<file path="config.mk">
export PLATFORM = sky130hd
export DESIGN_NAME = cfg_smbus_target
export DESIGN_NICKNAME = d
export VERILOG_FILES = /design/src/rtl/cfg_pkg.sv /design/src/rtl/cfg_bus_sync.sv /design/src/rtl/cfg_regfile.sv /design/src/rtl/cfg_bus_fsm.sv /design/src/rtl/cfg_smbus_target.sv
export SDC_FILE = /design/constraint.sdc
export NUM_CORES = 1
export LEC_CHECK = 0
export BUFFER_PORTS_ARGS = -buffer_cell sky130_fd_sc_hd__buf_2
export CORE_MARGIN = 1.5
export CORE_UTILIZATION = 35
export CTS_CLUSTER_DIAMETER = 100
export DETAILED_ROUTE_END_ITERATION = 10
export SETUP_SLACK_MARGIN = 0.3
export SYNTH_ARGS = -nofsm -noshare
export SYNTH_HDL_FRONTEND = slang
export SYNTH_HIERARCHICAL = 1
export SYNTH_SLANG_ARGS = --single-unit
export TNS_END_PERCENT = 5
</file>
<file path="constraint.sdc">
create_clock -name clk -period 3.4 [get_ports clk]
set_input_delay 0.51 -clock clk [delete_from_list [all_inputs] [get_ports clk]]
set_output_delay 0.51 -clock clk [all_outputs]
set_load 0.03 [all_outputs]
</file>
<file path="src/rtl/cfg_pkg.sv">
package cfg_pkg;
    localparam int N_REG   = 6;
    localparam int CNT_REG = 4;
    localparam int AMP_REG = 5;
    localparam int N_OUT   = 9;

    typedef enum logic [3:0] {
        ST_IDLE, ST_ADDR, ST_ADDR_ACK, ST_CMD, ST_CMD_ACK,
        ST_WDATA, ST_WDATA_ACK, ST_RDATA, ST_RACK, ST_IGNORE
    } bus_state_t;

    function automatic logic [7:0] reset_value(input int idx);
        case (idx)
            1:       return 8'h17;
            2:       return 8'hF8;
            3:       return 8'h08;
            4:       return 8'h06;
            5:       return 8'hD8;
            default: return 8'h00;
        endcase
    endfunction

    // register holding the enable of clock output k
    function automatic int oe_reg(input int k);
        return (k < 4) ? 1 : 2;
    endfunction

    // bit position of the enable of clock output k
    function automatic int oe_bit(input int k);
        case (k)
            0:       return 4;
            1:       return 2;
            2:       return 1;
            3:       return 0;
            default: return 11 - k;
        endcase
    endfunction
endpackage

</file>
<file path="src/rtl/cfg_bus_sync.sv">
module cfg_bus_sync #(
    parameter int STAGES = 2
) (
    input  logic clk,
    input  logic rst_n,
    input  logic scl_in,
    input  logic sda_in,
    output logic sda_s,
    output logic scl_rise,
    output logic scl_fall,
    output logic start_det,
    output logic stop_det
);
    logic [STAGES-1:0] scl_pipe, sda_pipe;
    logic scl_prev, sda_prev, scl_s;

    always_ff @(posedge clk or negedge rst_n) begin
        if (!rst_n) begin
            scl_pipe <= '1;
            sda_pipe <= '1;
            scl_prev <= 1'b1;
            sda_prev <= 1'b1;
        end else begin
            scl_pipe <= {scl_pipe[STAGES-2:0], scl_in};
            sda_pipe <= {sda_pipe[STAGES-2:0], sda_in};
            scl_prev <= scl_pipe[STAGES-1];
            sda_prev <= sda_pipe[STAGES-1];
        end
    end

    assign scl_s     = scl_pipe[STAGES-1];
    assign sda_s     = sda_pipe[STAGES-1];
    assign scl_rise  = scl_s & ~scl_prev;
    assign scl_fall  = ~scl_s & scl_prev;
    assign start_det = scl_s & scl_prev & sda_prev & ~sda_s;
    assign stop_det  = scl_s & scl_prev & ~sda_prev & sda_s;
endmodule

</file>
<file path="src/rtl/cfg_regfile.sv">
module cfg_regfile
    import cfg_pkg::*;
#(
    parameter int NREG = N_REG,
    parameter int IW   = 8
) (
    input  logic            clk,
    input  logic            rst_n,
    input  logic            we,
    input  logic [IW-1:0]   widx,
    input  logic [7:0]      wdata,
    input  logic [IW-1:0]   ridx,
    output logic [7:0]      rdata,
    output logic [N_OUT-1:0] out_en,
    output logic            amp_custom,
    output logic [2:0]      amp_code
);
    localparam int AW = $clog2(NREG);
    localparam logic [IW-1:0] LIMIT = IW'(NREG);

    logic [7:0] mem [NREG];

    always_ff @(posedge clk or negedge rst_n) begin
        if (!rst_n) begin
            for (int i = 0; i < NREG; i++) mem[i] <= reset_value(i);
        end else if (we && (widx < LIMIT)) begin
            mem[widx[AW-1:0]] <= wdata;
        end
    end

    assign rdata = (ridx < LIMIT) ? mem[ridx[AW-1:0]] : 8'h00;

    for (genvar k = 0; k < N_OUT; k++) begin : g_oe
        localparam int RI = oe_reg(k);
        localparam int BI = oe_bit(k);
        assign out_en[k] = mem[RI][BI];
    end

    assign amp_custom = mem[AMP_REG][7];
    assign amp_code   = mem[AMP_REG][6:4];
endmodule

</file>
<file path="src/rtl/cfg_bus_fsm.sv">
module cfg_bus_fsm
    import cfg_pkg::*;
#(
    parameter logic [6:0] DEV_ADDR = 7'h6B,
    parameter int         NREG     = N_REG,
    parameter int         CNT_IDX  = CNT_REG
) (
    input  logic       clk,
    input  logic       rst_n,
    input  logic       sda_s,
    input  logic       scl_rise,
    input  logic       scl_fall,
    input  logic       start_det,
    input  logic       stop_det,
    input  logic [7:0] rdata,
    output logic [7:0] reg_ridx,
    output logic       reg_we,
    output logic [7:0] reg_widx,
    output logic [7:0] reg_wdata,
    output logic       sda_low,
    output bus_state_t state
);
    localparam logic [7:0] LIMIT = 8'(NREG);
    localparam logic [7:0] CNT_B = 8'(CNT_IDX);

    bus_state_t state_nx;
    logic [7:0] shreg, ptr, remain;
    logic [2:0] bitcnt;
    logic byte_done, rd_dir, cnt_pending, first_rd, master_ack;
    logic addr_hit, load_rd;

    assign addr_hit = (shreg[7:1] == DEV_ADDR);
    assign reg_ridx = first_rd ? CNT_B : ptr;
    assign load_rd  = scl_fall && (((state == ST_ADDR_ACK) && rd_dir) ||
                                   ((state == ST_RACK) && master_ack));

    // next-state logic
    always_comb begin
        state_nx = state;
        if (stop_det) begin
            state_nx = ST_IDLE;
        end else if (start_det) begin
            state_nx = ST_ADDR;
        end else begin
            unique case (state)
                ST_IDLE:      state_nx = ST_IDLE;
                ST_ADDR:      if (scl_fall && byte_done)
                                  state_nx = addr_hit ? ST_ADDR_ACK : ST_IGNORE;
                ST_ADDR_ACK:  if (scl_fall) state_nx = rd_dir ? ST_RDATA : ST_CMD;
                ST_CMD:       if (scl_fall && byte_done) state_nx = ST_CMD_ACK;
                ST_CMD_ACK:   if (scl_fall) state_nx = ST_WDATA;
                ST_WDATA:     if (scl_fall && byte_done) state_nx = ST_WDATA_ACK;
                ST_WDATA_ACK: if (scl_fall) state_nx = ST_WDATA;
                ST_RDATA:     if (scl_fall && (bitcnt == 3'd7)) state_nx = ST_RACK;
                ST_RACK:      if (scl_fall) state_nx = master_ack ? ST_RDATA : ST_IGNORE;
                ST_IGNORE:    state_nx = ST_IGNORE;
            endcase
        end
    end

    // state register
    always_ff @(posedge clk or negedge rst_n) begin
        if (!rst_n) state <= ST_IDLE;
        else        state <= state_nx;
    end

    // datapath registers
    always_ff @(posedge clk or negedge rst_n) begin
        if (!rst_n) begin
            shreg       <= '0;
            ptr         <= '0;
            remain      <= '0;
            bitcnt      <= '0;
            byte_done   <= 1'b0;
            rd_dir      <= 1'b0;
            cnt_pending <= 1'b0;
            first_rd    <= 1'b0;
            master_ack  <= 1'b0;
            reg_we      <= 1'b0;
            reg_widx    <= '0;
            reg_wdata   <= '0;
        end else begin
            reg_we <= 1'b0;
            if (start_det || stop_det) begin
                bitcnt    <= '0;
                byte_done <= 1'b0;
            end else if (load_rd) begin
                shreg  <= rdata;
                bitcnt <= '0;
                if (first_rd) first_rd <= 1'b0;
                else          ptr      <= ptr + 8'd1;
            end else begin
                case (state)
                    ST_ADDR, ST_CMD, ST_WDATA: begin
                        if (scl_rise) begin
                            shreg  <= {shreg[6:0], sda_s};
                            bitcnt <= bitcnt + 3'd1;
                            if (bitcnt == 3'd7) byte_done <= 1'b1;
                        end else if (scl_fall && byte_done) begin
                            byte_done <= 1'b0;
                            if (state == ST_ADDR) begin
                                rd_dir <= shreg[0];
                            end else if (state == ST_CMD) begin
                                ptr         <= {1'b0, shreg[6:0]};
                                cnt_pending <= ~shreg[7];
                                first_rd    <= ~shreg[7];
                                remain      <= shreg[7] ? 8'd1 : 8'd0;
                            end else if (cnt_pending) begin
                                remain      <= shreg;
                                cnt_pending <= 1'b0;
                            end else if (remain != 8'd0) begin
                                if (ptr < LIMIT) begin
                                    reg_we    <= 1'b1;
                                    reg_widx  <= ptr;
                                    reg_wdata <= shreg;
                                end
                                ptr    <= ptr + 8'd1;
                                remain <= remain - 8'd1;
                            end
                        end
                    end
                    ST_RDATA: if (scl_fall) begin
                        shreg  <= {shreg[6:0], 1'b0};
                        bitcnt <= bitcnt + 3'd1;
                    end
                    ST_RACK: if (scl_rise) master_ack <= ~sda_s;
                    default: ;
                endcase
            end
        end
    end

    // outputs
    always_comb begin
        unique case (state)
            ST_ADDR_ACK, ST_CMD_ACK, ST_WDATA_ACK: sda_low = 1'b1;
            ST_RDATA:                              sda_low = ~shreg[7];
            default:                               sda_low = 1'b0;
        endcase
    end
endmodule

</file>
<file path="src/rtl/cfg_smbus_target.sv">
module cfg_smbus_target
    import cfg_pkg::*;
#(
    parameter logic [6:0] DEV_ADDR    = 7'h6B,
    parameter int         SYNC_STAGES = 2
) (
    input  logic             clk,
    input  logic             rst_n,
    input  logic             scl_i,
    input  logic             sda_i,
    output logic             sda_pull_o,
    output logic [N_OUT-1:0] out_en_o,
    output logic             amp_custom_o,
    output logic [2:0]       amp_code_o
);
    logic sda_s, scl_rise, scl_fall, start_det, stop_det;
    logic reg_we;
    logic [7:0] reg_widx, reg_wdata, reg_ridx, rdata;
    bus_state_t bus_state;

    cfg_bus_sync #(.STAGES(SYNC_STAGES)) u_sync (
        .clk(clk), .rst_n(rst_n), .scl_in(scl_i), .sda_in(sda_i),
        .sda_s(sda_s), .scl_rise(scl_rise), .scl_fall(scl_fall),
        .start_det(start_det), .stop_det(stop_det)
    );

    cfg_bus_fsm #(.DEV_ADDR(DEV_ADDR), .NREG(N_REG), .CNT_IDX(CNT_REG)) u_fsm (
        .clk(clk), .rst_n(rst_n), .sda_s(sda_s), .scl_rise(scl_rise),
        .scl_fall(scl_fall), .start_det(start_det), .stop_det(stop_det),
        .rdata(rdata), .reg_ridx(reg_ridx), .reg_we(reg_we),
        .reg_widx(reg_widx), .reg_wdata(reg_wdata), .sda_low(sda_pull_o),
        .state(bus_state)
    );

    cfg_regfile #(.NREG(N_REG), .IW(8)) u_regs (
        .clk(clk), .rst_n(rst_n), .we(reg_we), .widx(reg_widx),
        .wdata(reg_wdata), .ridx(reg_ridx), .rdata(rdata),
        .out_en(out_en_o), .amp_custom(amp_custom_o), .amp_code(amp_code_o)
    );
endmodule

</file>
==> impl_metrics.tcl <==
set metrics [dict create \
    status "complete, no violations" \
    r2r_setup_slack_ns 0.71 \
    critPathLaunchType "flip-flop" \
    nets 500 \
    leakage_nw 2.76 \
    synth_seq_cells 107 \
    insertedDiodeCount 0 \
    hp-class "in2async" \
    drt_iter0_markers 182 \
    start_util_pct 36.0 \
    yosysSeqAreaShare_pct 47.0 \
    ant_nets 0 \
    cts_resized 0 \
    crit_fanout 12 \
    postCtsHoldBufs 0 \
    ys_warn_count 6 \
    io_pins 18 \
    synth_top_area_share_pct 37.0 \
    place_ws_ns 0.690 \
    period_minus_slack_ns 2.69 \
    cts_root_buf "clkbuf_16" \
    cts_inserted_buffers 9 \
    maxCapViolCount 0 \
    gp_congestion 0.842 \
    yosysTopAreaCell "dfrtp_1" \
    endpoint "u_fsm/reg_wdata[3]" \
    htreeDepth 3 \
    grt_usage_pct 15.0 \
    fp-row-count 46 \
    postLayoutCoreUtil_pct 39.1 \
    powerDensity_nw_per_um2 513 \
    antenna_found_initial 0 \
    cts_setup_buffers 0 \
    avgRoutedWirePerCell_um 17.2 \
    insertion_delay_ns 0.36 \
    syn_avg_cell_area_um2 11.7 \
    setup_ws_ns 0.705 \
    grt_pass1_wl_mm 21.1 \
    synth_cell_types 70 \
    max_slew_margin_pct 45.6 \
    yosysMostFrequentCell "dfrtp_1" \
    synth_common_cells "85 x dfrtp_1, 79 x mux2_2, 28 x nor2_1" \
    coreArea_um2 16000 \
    final_layout_size_suffix_gt1_share_pct 36.1 \
    io_buffers 17 \
    fmax_ghz 0.371 \
    final.setup.tns_ns 0 \
    syn-cell-area_um2 5760 \
    via_per_inst 5.39 \
    cts_tree "done" \
    ir_drop_v 0.000329 \
    grt_pass1_vias 4019 \
    syn2layout_area_growth_pct 8.76 \
    cts_sinks 107 \
    worst_ep_required_time_ns 3.65 \
    die-area_um2 17200 \
    fin_hold_ws_ns 0.124 \
    synthArstFlopShare_pct 100 \
    path_clk_slew_ns 0.08 \
    dp.cells 696 \
    vias 3841 \
    wirelength_mm 12.2 \
    ff_latch_area_um2 2710 \
    r2r-start "u_sync/sda_pipe[1]" \
    drc 0 \
    finClkSkew_ns 0.00977 \
    startpoint "u_sync/sda_pipe[1]" \
    synth_edf_count 0 \
    end_kind "flip-flop" \
    synth_cells 492 \
    yosys_most_used_dff "dfrtp_1" \
    worstPathArrival_ns 2.94 \
    instances_no_fill 712 \
    die_y_um 131 \
    grt_max_degree 66 \
    slew_violations 0 \
    fillers 1576 \
    gr-total-overflow 0 \
    die_w_um 131 \
    synth_area_leaders "dfrtp_1 37%, mux2_2 15%, dfstp_2 10%" \
    finalCritPeriodShare_pct 79.3 \
    hold_viol 0 \
    reg2regPathDepth 6 \
    worst_pin_slew_ns 0.809 \
    crit_type "reg2reg" \
    setup_viol 0 \
    rsz0062_at_grt "false" \
    r2r_end "u_fsm/reg_wdata[3]" \
    firstDrtPassIters 4 \
    multi_input_area_um2 2800 \
    dpl.hpwl_mm 8.41 \
    syn_nets 501 \
    cts_buffer_depth 2 \
]
## routing by layer
metal  track usage [%]  routed length [um]  up-vias
met5                 0                   0        -
met4              4.93                 161        0
met3              3.32                 376       15
met2              24.3                6060       70
met1              20.0                5610     1949
li1                  -                   -     1807
## how the worst min path moves through the flow
stage,from,end,slack [ns],cells after the start
after detailed placement,u_sync/scl_pipe[0],u_sync/scl_pipe[1],0.35,0
final,rst_n,u_regs/mem[37],0.12,1
after global routing,rst_n,u_regs/mem[37],0.16,1
after global placement,u_sync/scl_pipe[0],u_sync/scl_pipe[1],0.35,0
after CTS,rst_n,u_regs/mem[37],0.14,1
after floorplan,rst_n,u_fsm/bitcnt[0],0.21,0
## cell type report
type                            instances  area share [%]
Tap cell                              216            4.32
Sequential cell                       107            43.2
Timing Repair Buffer                   24            2.44
Clock inverter                          7            1.34
Multi-Input combinational cell        343            44.7
Inverter                                6           0.360
Clock buffer                            9            3.60
## sequential cells by signal, summed over array words and instances, names as in the netlist
register	flops
u_regs/mem	35
u_fsm/rd_dir	1
u_sync/scl_pipe	2
u_regs/amp_code	3
u_sync/sda_prev	1
u_regs/out_en	9
u_fsm/master_ack	1
u_fsm/reg_we	1
u_fsm/bitcnt	3
u_fsm/first_rd	1
u_fsm/reg_widx	8
u_regs/amp_custom	1
u_fsm/ptr	8
u_fsm/reg_wdata	8
u_sync/scl_prev	1
u_fsm/shreg	8
u_sync/sda_pipe	2
u_fsm/state	4
u_fsm/remain	8
u_fsm/cnt_pending	1
u_fsm/byte_done	1
## stage by stage
stage	cell area, um^2	power, W
global route	6260	0.00338
finish	6260	0.00321
global placement	5950	0.00215
CTS	6260	0.00325
floorplan	5760	0.00201
detailed placement	5950	0.00217
## report_power, final
part	total, W	switching, W	internal, W
sequential	0.00155	0.000187	0.00136
combinational	0.000606	0.000350	0.000256
clock	0.00106	0.000534	0.000524
## cell families after synthesis
family	Yosys count	share of synthesized area, %
simple gates	144	15.5
flops	107	47.0
compound gates	97	11.6
mux	95	20.1
buf+inv	42	4.39
fa+ha+maj	5	1.09
xor+xnor	2	0.304
## worst max-delay path, stage by stage (launching register included)
cell,delay [ns]
dfstp_2,0.56
and4b_1,0.23
or2_2,0.41
nor3_2,0.21
nand2_1,0.11
nor4_4,0.64
mux2_2,0.41
## placed cells by master, fill, tap and decap left out, types with 4 or more instances in the layout
cell type and n:
o21ai_1 6, buf_4 7, nor2_1 28, mux4_2 8
buf_2 16, a211oi_1 9, o21ai_0 19, nand3b_1 5
ha_1 5, dfstp_2 22, or2_2 4, mux2_2 79
a21oi_1 23, dfrtp_1 85, inv_1 6, nand2_1 26
mux2i_1 7, nand4_1 6, nor2b_1 15, nor3_2 7
nor3_1 6, a2bb2oi_1 5, nand3_1 13, a21o_1 4
clkbuf_16 9
Power figures use the tool's default switching activity.
